## config.mk

```make
export PLATFORM = sky130hd
export DESIGN_NAME = burst_col_gen
export DESIGN_NICKNAME = d
export VERILOG_FILES = /design/src/rtl/burst_col_pkg.sv /design/src/rtl/burst_cfg_decode.sv /design/src/rtl/burst_addr_calc.sv /design/src/rtl/burst_col_gen.sv
export SDC_FILE = /design/constraint.sdc
export NUM_CORES = 1
export LEC_CHECK = 0
export BUFFER_PORTS_ARGS = -buffer_cell sky130_fd_sc_hd__buf_2
export CORE_MARGIN = 2
export CORE_UTILIZATION = 55
export CTS_BUF_LIST = sky130_fd_sc_hd__clkbuf_4
export DETAILED_ROUTE_END_ITERATION = 7
export HOLD_SLACK_MARGIN = 0.1
export PLACE_DENSITY_LB_ADDON = 0.2
export SYNTH_ARGS = -nofsm -noshare
export SYNTH_HDL_FRONTEND = slang
export SYNTH_SLANG_ARGS = --single-unit
```

## constraint.sdc

```tcl
create_clock -name clk -period 3.95 [get_ports clk]
set_input_delay 0.5925 -clock clk [delete_from_list [all_inputs] [get_ports clk]]
set_output_delay 0.5925 -clock clk [all_outputs]
set_load 0.05 [all_outputs]
```

## src/rtl/burst_col_pkg.sv

```systemverilog
// Shared definitions for the burst column generator.
// Assumes the length code field is three bits wide.
package burst_col_pkg;
    localparam int LEN_CODE_W = 3;

    typedef enum logic [LEN_CODE_W-1:0] {
        LEN_1    = 3'b000,
        LEN_2    = 3'b001,
        LEN_4    = 3'b010,
        LEN_8    = 3'b011,
        LEN_PAGE = 3'b111
    } len_code_e;
endpackage

```

## src/rtl/burst_cfg_decode.sv

```systemverilog
// Turns the length code and burst-type bit into a wrap mask, a final beat
// index and full-page / reserved flags.
// Assumes COL_W is at least 3, so that an 8-beat block fits.
module burst_cfg_decode
    import burst_col_pkg::*;
#(
    parameter int COL_W = 9
) (
    input  logic [LEN_CODE_W-1:0] len_code,
    input  logic                  burst_type,
    output logic [COL_W-1:0]      wrap_mask,
    output logic [COL_W-1:0]      last_idx,
    output logic                  is_full,
    output logic                  is_bad
);
    // decode the mode fields into mask and flags
    always_comb begin
        wrap_mask = '0;
        is_full   = 1'b0;
        is_bad    = 1'b0;
        case (len_code)
            LEN_1:    wrap_mask = COL_W'(0);
            LEN_2:    wrap_mask = COL_W'(1);
            LEN_4:    wrap_mask = COL_W'(3);
            LEN_8:    wrap_mask = COL_W'(7);
            LEN_PAGE: begin
                if (burst_type) begin
                    is_bad = 1'b1;
                end else begin
                    is_full   = 1'b1;
                    wrap_mask = '1;
                end
            end
            default:  is_bad = 1'b1;
        endcase
        last_idx = wrap_mask;
    end
endmodule

```

## src/rtl/burst_addr_calc.sv

```systemverilog
// Combinational column for beat index idx of a burst starting at base.
// The bits outside wrap_mask are taken from base unchanged.
// Assumes idx is below the burst length for fixed bursts.
module burst_addr_calc #(
    parameter int COL_W = 9
) (
    input  logic [COL_W-1:0] base,
    input  logic [COL_W-1:0] idx,
    input  logic [COL_W-1:0] wrap_mask,
    input  logic             interleave,
    output logic [COL_W-1:0] addr
);
    logic [COL_W-1:0] step;

    // compute the in-block offset and merge it with the fixed upper bits
    always_comb begin
        step = interleave ? (base ^ idx) : (base + idx);
        addr = (base & ~wrap_mask) | (step & wrap_mask);
    end
endmodule

```

## src/rtl/burst_col_gen.sv

```systemverilog
// Burst column sequencer. A start registers the configuration and shows
// the first column on the next clock. Each later enabled clock advances
// one beat until the final beat, a stop or a new start.
// Assumes start, stop and the mode fields are synchronous to clk.
module burst_col_gen
    import burst_col_pkg::*;
#(
    parameter int COL_W   = 9,
    parameter int MAX_LOG = 3
) (
    input  logic                  clk,
    input  logic                  rst_n,
    input  logic                  ce,
    input  logic                  start,
    input  logic                  stop,
    input  logic [COL_W-1:0]      start_col,
    input  logic [LEN_CODE_W-1:0] len_code,
    input  logic                  burst_type,
    output logic [COL_W-1:0]      col_out,
    output logic                  col_valid,
    output logic                  last,
    output logic                  cfg_err
);
    logic [COL_W-1:0] dec_mask, dec_last;
    logic             dec_full, dec_bad;
    logic [COL_W-1:0] base_q, idx_q, mask_q, lastidx_q, idx_nxt, addr_nxt;
    logic             full_q, ilv_q;

    burst_cfg_decode #(.COL_W(COL_W)) dec_i (
        .len_code   (len_code),
        .burst_type (burst_type),
        .wrap_mask  (dec_mask),
        .last_idx   (dec_last),
        .is_full    (dec_full),
        .is_bad     (dec_bad)
    );

    assign idx_nxt = idx_q + COL_W'(1);

    burst_addr_calc #(.COL_W(COL_W)) calc_i (
        .base       (base_q),
        .idx        (idx_nxt),
        .wrap_mask  (mask_q),
        .interleave (ilv_q),
        .addr       (addr_nxt)
    );

    // beat sequencing: load on start, advance per enabled clock, end on stop or final beat
    always_ff @(posedge clk) begin
        if (!rst_n) begin
            base_q    <= '0;
            idx_q     <= '0;
            mask_q    <= '0;
            lastidx_q <= '0;
            full_q    <= 1'b0;
            ilv_q     <= 1'b0;
            col_out   <= '0;
            col_valid <= 1'b0;
            last      <= 1'b0;
            cfg_err   <= 1'b0;
        end else if (ce) begin
            if (start) begin
                base_q    <= start_col;
                idx_q     <= '0;
                mask_q    <= dec_mask;
                lastidx_q <= dec_last;
                full_q    <= dec_full;
                ilv_q     <= burst_type;
                col_out   <= start_col;
                col_valid <= 1'b1;
                last      <= !dec_full && (dec_last == '0);
                cfg_err   <= dec_bad;
            end else if (stop) begin
                col_valid <= 1'b0;
                last      <= 1'b0;
            end else if (col_valid && !last) begin
                idx_q   <= idx_nxt;
                col_out <= addr_nxt;
                last    <= !full_q && (idx_nxt == lastidx_q);
            end else if (col_valid) begin
                col_valid <= 1'b0;
                last      <= 1'b0;
            end
        end
    end

    // last only ever marks a valid beat
    p_last_valid_r2: assert property (@(posedge clk) disable iff (!rst_n)
        last |-> col_valid);

    // an accepted start shows its column on the next clock
    p_start_load_r3: assert property (@(posedge clk) disable iff (!rst_n)
        (ce && start) |=> (col_valid && col_out == $past(start_col)));

    // inside a fixed burst the bits above the largest block never move
    p_upper_fixed_r4: assert property (@(posedge clk) disable iff (!rst_n)
        (ce && col_valid && !last && !start && !stop && !full_q)
        |=> (col_out[COL_W-1:MAX_LOG] == $past(col_out[COL_W-1:MAX_LOG])));

    // stop without start ends the burst on the next clock
    p_stop_ends_r7: assert property (@(posedge clk) disable iff (!rst_n)
        (ce && stop && !start) |=> (!col_valid && !last));

    // a disabled clock freezes every output
    p_ce_hold_r8: assert property (@(posedge clk) disable iff (!rst_n)
        !ce |=> ($stable(col_out) && $stable(col_valid) && $stable(last) && $stable(cfg_err)));

    // a reserved configuration yields only a single beat
    p_bad_single_r9: assert property (@(posedge clk) disable iff (!rst_n)
        (cfg_err && col_valid) |-> last);

    // the enabled clock after the final beat drops valid
    p_end_after_last_r10: assert property (@(posedge clk) disable iff (!rst_n)
        (ce && last && !start) |=> !col_valid);
endmodule

```

==> results of run 1 <==
## worst paths after layout
| check | startpoint | end | slack, ps | depth (start not counted) |
|---|---|---|---|---|
| worst max-delay path | idx_q[0] | col_out[7] | 880 | 9 |
| worst min-delay path | col_out[1] | col_out[1] | 460 | 2 |
| worst max register to register | idx_q[0] | col_out[7] | 880 | 9 |
| worst min register to register | col_out[1] | col_out[1] | 460 | 2 |
## layout by cell type (no fill, tap or decap), drive strengths merged, types with 2 or more instances in the layout
cell	synthesis	final
xor2	10	10
nor3	8	8
or4	2	2
o211ai	2	2
a21boi	2	2
dfxtp	35	35
and2	4	4
nor2	20	20
a211oi	5	5
nand2b	4	4
a211o	3	3
nor2b	5	5
a31oi	6	6
or3	2	2
ha	11	11
nand3b	2	2
inv	7	7
xnor2	5	5
a21o	2	2
o21ai	19	19
nor4	2	2
o22ai	2	2
nand2	44	44
buf	2	30
a21oi	36	36
clkbuf	20	7
nand3	11	11
a22oi	5	5
mux2i	3	3
## worst max-delay path: stages (launching register included)
cell	delay, ps
dfxtp_1	490
ha_1	330
and3_1	290
xor2_1	280
ha_1	330
a21oi_1	250
o21ai_0	130
o21ai_0	140
or4b_2	590
a31oi_1	170
## state kept, by name, summed over array words and instances (netlist names)
name / count
col_out: 9
lastidx_q: 4
base_q: 9
cfg_err: 1
idx_q: 9
last: 1
ilv_q: 1
col_valid: 1
## area by class of cell
type                    count  area (µm²)
repair buffers             30         153
fillers                   355        1370
clock buffers               7        52.6
clock inverters             1        5.00
multi-input cells         228        1380
inverters                   7        26.3
well taps                  48        60.1
flip-flops and latches     35         701
## cell usage after synthesis (all sizes together)
library cell | count | share of area
nor4b | 1 | 0.011
a311oi | 1 | 0.0040
or3 | 2 | 0.0057
o21a | 1 | 0.0034
xnor2 | 5 | 0.020
clkbuf | 20 | 0.034
mux2 | 1 | 0.0051
nand3 | 11 | 0.025
a22oi | 5 | 0.017
or4 | 2 | 0.0068
and2 | 4 | 0.011
a211oi | 5 | 0.017
a211o | 3 | 0.012
xor2 | 10 | 0.040
nand2 | 44 | 0.075
a31oi | 6 | 0.017
a31o | 1 | 0.0040
a21oi | 36 | 0.082
a21o | 2 | 0.0068
and3 | 1 | 0.0029
o21ai | 19 | 0.043
mux2i | 3 | 0.014
fa | 1 | 0.0091
nor4 | 2 | 0.0057
a221oi | 1 | 0.0040
o211ai | 2 | 0.0068
dfxtp | 35 | 0.32
or4b | 1 | 0.0046
ha | 11 | 0.063
nor3b | 1 | 0.0034
nor3 | 8 | 0.018
o22ai | 2 | 0.0057
nand2b | 4 | 0.011
o31ai | 1 | 0.0034
o311ai | 1 | 0.0040
nand4 | 1 | 0.0029
nand3b | 2 | 0.0068
inv | 7 | 0.012
a21boi | 2 | 0.0068
nor2b | 5 | 0.014
buf | 2 | 0.0074
nor2 | 20 | 0.034
## power breakdown
part | internal (mW) | leakage, nW | switching (mW)
combinational | 0.0358 | 0.626 | 0.0765
clock | 0.0831 | 0.0361 | 0.122
sequential | 0.366 | 0.285 | 0.0119
total | 0.485 | 0.947 | 0.210
## stage by stage
| stage | cell area (µm²) | std cells | setup slack, ps |
|---|---|---|---|
| after floorplan | 2200 | 292 | 1170 |
| after global placement | 2320 | 348 | 1040 |
| after detailed placement | 2320 | 348 | 962 |
| after CTS | 2370 | 356 | 930 |
| after global routing | 2370 | 356 | 537 |
| final | 2370 | 356 | 878 |
## cell families (layout without fill, tap and decap cells)
kind of cell    count (synthesis)  in the layout  share of synthesized area
simple gates                  109            109                      0.239
flops                          35             35                      0.319
buf+inv                        29             45                     0.0536
mux                             4              4                     0.0188
xor+xnor                       15             15                     0.0598
fa+ha+maj                      12             12                     0.0718
compound gates                 88             88                      0.238
## layer usage
metal / track usage / up-vias / part of all wire
li1: - / 1063 / -
met1: 0.337 / 980 / 0.46
met2: 0.439 / 93 / 0.46
met3: 0.0517 / 13 / 0.063
met4: 0.0893 / 0 / 0.018
met5: 0 / - / 0
==> impl_metrics.json, run 1 <==
{
  "fin_total_pwr_uw": 695,
  "endpoint_kind": "register",
  "tns_ps": 0,
  "finalSetupViolCount": 0,
  "cts_tree": "yes",
  "dr.pass1.iters": 8,
  "critPathMaxFanout": 8,
  "syn_nets": 322,
  "drc": 0,
  "clock_sinks": 35,
  "ir_drop_mv": 0.209,
  "die_y_um": 67.2,
  "grt-ovfl-total": 0,
  "io_buffers": 29,
  "drive_above_1_share": 0.136,
  "fin_crit_sh": 0.778,
  "yosysSeqAreaShare": 0.319,
  "ys_seq_elements": 35,
  "path_clk_slew_ps": 110,
  "vias_per_cell": 6.04,
  "cts_max_level": 2,
  "clock_latency_ps": 350,
  "synth.avg_cell_area_um2": 7.52,
  "wl_per_cell_um": 14.9,
  "rsz0062_at_grt": "no",
  "die_w_um": 67.2,
  "cts_hold_buf": 0,
  "dieArea_um2": 4510,
  "critPathLaunchType": "register",
  "cts-root-buf": "clkbuf_4",
  "maxCapViolCount": 0,
  "worstSetupPathType": "register to register",
  "grt_pass1_wl_um": 8950,
  "cts_setup_buffers": 0,
  "drtIter0Drc": 180,
  "cts-resized-gates": 0,
  "fp-row-count": 22,
  "power_per_cell_area_nw_per_um2": 293,
  "clock_skew_ps": 10.0,
  "clockBufferDepth": 2,
  "coreArea_um2": 3740,
  "grt_pass1_vias": 1963,
  "nets": 337,
  "start_util": 0.587,
  "syn_inst": 292,
  "gr-usage-all-layers": 0.262,
  "cp_data_required_time_ps": 4230,
  "vias": 2149,
  "n_antenna_cell": 0,
  "drv_slew": 0,
  "hold_path.class": "register to register",
  "synthesis.area_um2": 2200,
  "min_period_ps": 3070,
  "status": "complete, no violations",
  "wl_um": 5320,
  "num_io_pins": 30,
  "hold_viol": 0,
  "ys.warnings.count": 0,
  "cts_made_buffers": 5,
  "final_util": 0.634,
  "area_growth_syn_to_layout_pct": 8.15,
  "worst_pin_slew_ps": 703,
  "p_leak_nw": 0.947,
  "hpwl_um": 3670,
  "ant_nets": 0,
  "fmax_ghz": 0.326,
  "relSlewSlack": 0.531,
  "antenna_found_initial": 0,
  "gp_congestion": 0.915,
  "grt_max_degree": 27,
  "synth_cell_types": 43,
  "hold_ws_ps": 464,
  "cp.arrival_ps": 3350
}
No activity file was read; power rests on OpenSTA's default activity.
==> run 2: changes to the inputs <==
--- a/config.mk
+++ b/config.mk
@@ -7,7 +7,7 @@
 export LEC_CHECK = 0
 export BUFFER_PORTS_ARGS = -buffer_cell sky130_fd_sc_hd__buf_2
 export CORE_MARGIN = 2
-export CORE_UTILIZATION = 55
+export CORE_UTILIZATION = 54
 export CTS_BUF_LIST = sky130_fd_sc_hd__clkbuf_4
 export DETAILED_ROUTE_END_ITERATION = 7
 export HOLD_SLACK_MARGIN = 0.1
==> constraint.sdc (replaced) <==
create_clock -name clk -period 2.77 [get_ports clk]
set_input_delay 0.4155 -clock clk [delete_from_list [all_inputs] [get_ports clk]]
set_output_delay 0.4155 -clock clk [all_outputs]
set_load 0.05 [all_outputs]
==> impl_metrics.json, run 2 (synthesis results as in run 1) <==
{
  "status": "complete, no violations",
  "cts_setup_buffers": 0,
  "power_per_cell_area_nw_per_um2": 436,
  "grt-ovfl-total": 0,
  "hold_viol": 0,
  "grt_pass1_wl_um": 8890,
  "final_cell_mix": "nand2_1, a21oi_1, dfxtp_1",
  "grt_pass1_vias": 1880,
  "cts_max_level": 2,
  "relSlewSlack": 0.580,
  "top_regs": "base_q: 9 flops, col_out: 9 flops, idx_q: 9 flops",
  "io_buffers": 29,
  "internal_power_uw": 766,
  "finalSetupViolCount": 0,
  "clockBufferDepth": 2,
  "fill_cells": 353,
  "antenna_found_initial": 0,
  "vias_per_cell": 5.89,
  "drv_slew": 0,
  "slowest_stage": "or4b_2",
  "fmax_ghz": 0.389,
  "nets": 344,
  "die_y_um": 67.8,
  "slowest_delay_ps": 620,
  "coreArea_um2": 3940,
  "dieArea_um2": 4590,
  "maxCapViolCount": 0,
  "drtIter0Drc": 178,
  "stdcell_area_um2": 2500,
  "cts_hold_buf": 0,
  "dr.pass1.iters": 4,
  "cts_tree": "yes",
  "worst_pin_slew_ps": 630,
  "min_period_ps": 2570,
  "clock_latency_ps": 360,
  "ir_drop_mv": 0.320,
  "fin_crit_sh": 0.929,
  "dp_cells": 357,
  "cts-resized-gates": 0,
  "dpl_cell_area_um2": 2370,
  "n_antenna_cell": 0,
  "grt_max_degree": 27,
  "clkPwrFrac": 0.354,
  "endpoint_kind": "register",
  "tns_ps": 0,
  "critPathMaxFanout": 6,
  "start_util": 0.557,
  "worstSetupPathType": "register to register",
  "cp.arrival_ps": 2870,
  "num_io_pins": 30,
  "final_common_cell": "nand2_1",
  "critPathLaunchType": "register",
  "wl_per_cell_um": 15.2,
  "seqCellArea_um2": 704,
  "rsz0062_at_grt": "no",
  "gr-usage-all-layers": 0.265,
  "cp_data_required_time_ps": 3060,
  "ant_nets": 0,
  "drc": 0,
  "drive_above_1_share": 0.190,
  "hold_path.class": "primary input to register",
  "die_w_um": 67.8,
  "path_clk_slew_ps": 120,
  "wl_um": 5540,
  "fp-row-count": 23,
  "crit_chain": "ha_2 > and3_4 > nand3_2 > xnor2_2 > ha_1 > nand2_1 > a211oi_2 > nor3_1 > or4b_2 > a31oi_1",
  "hpwl_um": 3760,
  "cts-root-buf": "clkbuf_4",
  "cts_made_buffers": 5,
  "area_growth_syn_to_layout_pct": 13.9,
  "clock_skew_ps": 22.1,
  "p_sw_uw": 325,
  "multiInputGateArea_um2": 1420,
  "clock_sinks": 35,
  "swShare": 0.298,
  "gp_congestion": 0.898,
  "pwr-share-seq": 0.495,
  "p_leak_nw": 0.998,
  "p_comb_frac": 0.152,
  "vias": 2149,
  "finalNonFillerCells": 365
}
run 2: metrics by stage:
stage                     hold WS (ps)  setup slack, ps  total power [mW]  utilization
after floorplan                    449             21.9             0.663            -
after global placement             440              145             0.713        0.602
after detailed placement           444             74.0             0.716        0.602
after CTS                          283             53.8              1.09        0.623
after global routing               293             45.6              1.13        0.634
final                              290              197              1.09        0.634
run 2: power groups by stage:
stage | sequential (mW) | clock (mW) | combinational [mW]
detailed placement | 0.551 | 0 | 0.165
global route | 0.542 | 0.407 | 0.181
floorplan | 0.580 | 0 | 0.0831
global placement | 0.550 | 0 | 0.163
finish | 0.540 | 0.386 | 0.166
CTS | 0.540 | 0.388 | 0.165
run 2: metal layers:
layer	up-vias	track usage	wire length [µm]
met3	14	0.0533	260
met4	0	0.0950	133
met1	1005	0.345	2570
met5	-	0	0
met2	59	0.433	2580
li1	1071	-	-
run 2: critical path, delay by kind of cell (launching register included):
| family | cells | cell delay, ps |
|---|---|---|
| AOI/OAI and AO/OA | 2 | 360 |
| xor gates and xnor gates | 1 | 170 |
| adders and majority gates | 2 | 500 |
| DFF | 1 | 350 |
| and+or+nand+nor | 5 | 1120 |
run 2: path summary, 6_finish.rpt:
path                start    endpoint  slack (ps)  depth (start not counted)
min          start_col[1]   base_q[1]         290                          3
min reg2reg    col_out[1]  col_out[1]         460                          2
max              idx_q[0]  col_out[7]         200                         10
max reg2reg      idx_q[0]  col_out[7]         200                         10
run 2: layout make-up:
type,instances,share of cell area
multi-input cells,228,0.568
flip-flops and latches,35,0.282
repair buffers,37,0.0820
well taps,50,0.0250
clock inverters,3,0.0175
clock buffers,5,0.0150
inverters,7,0.0105
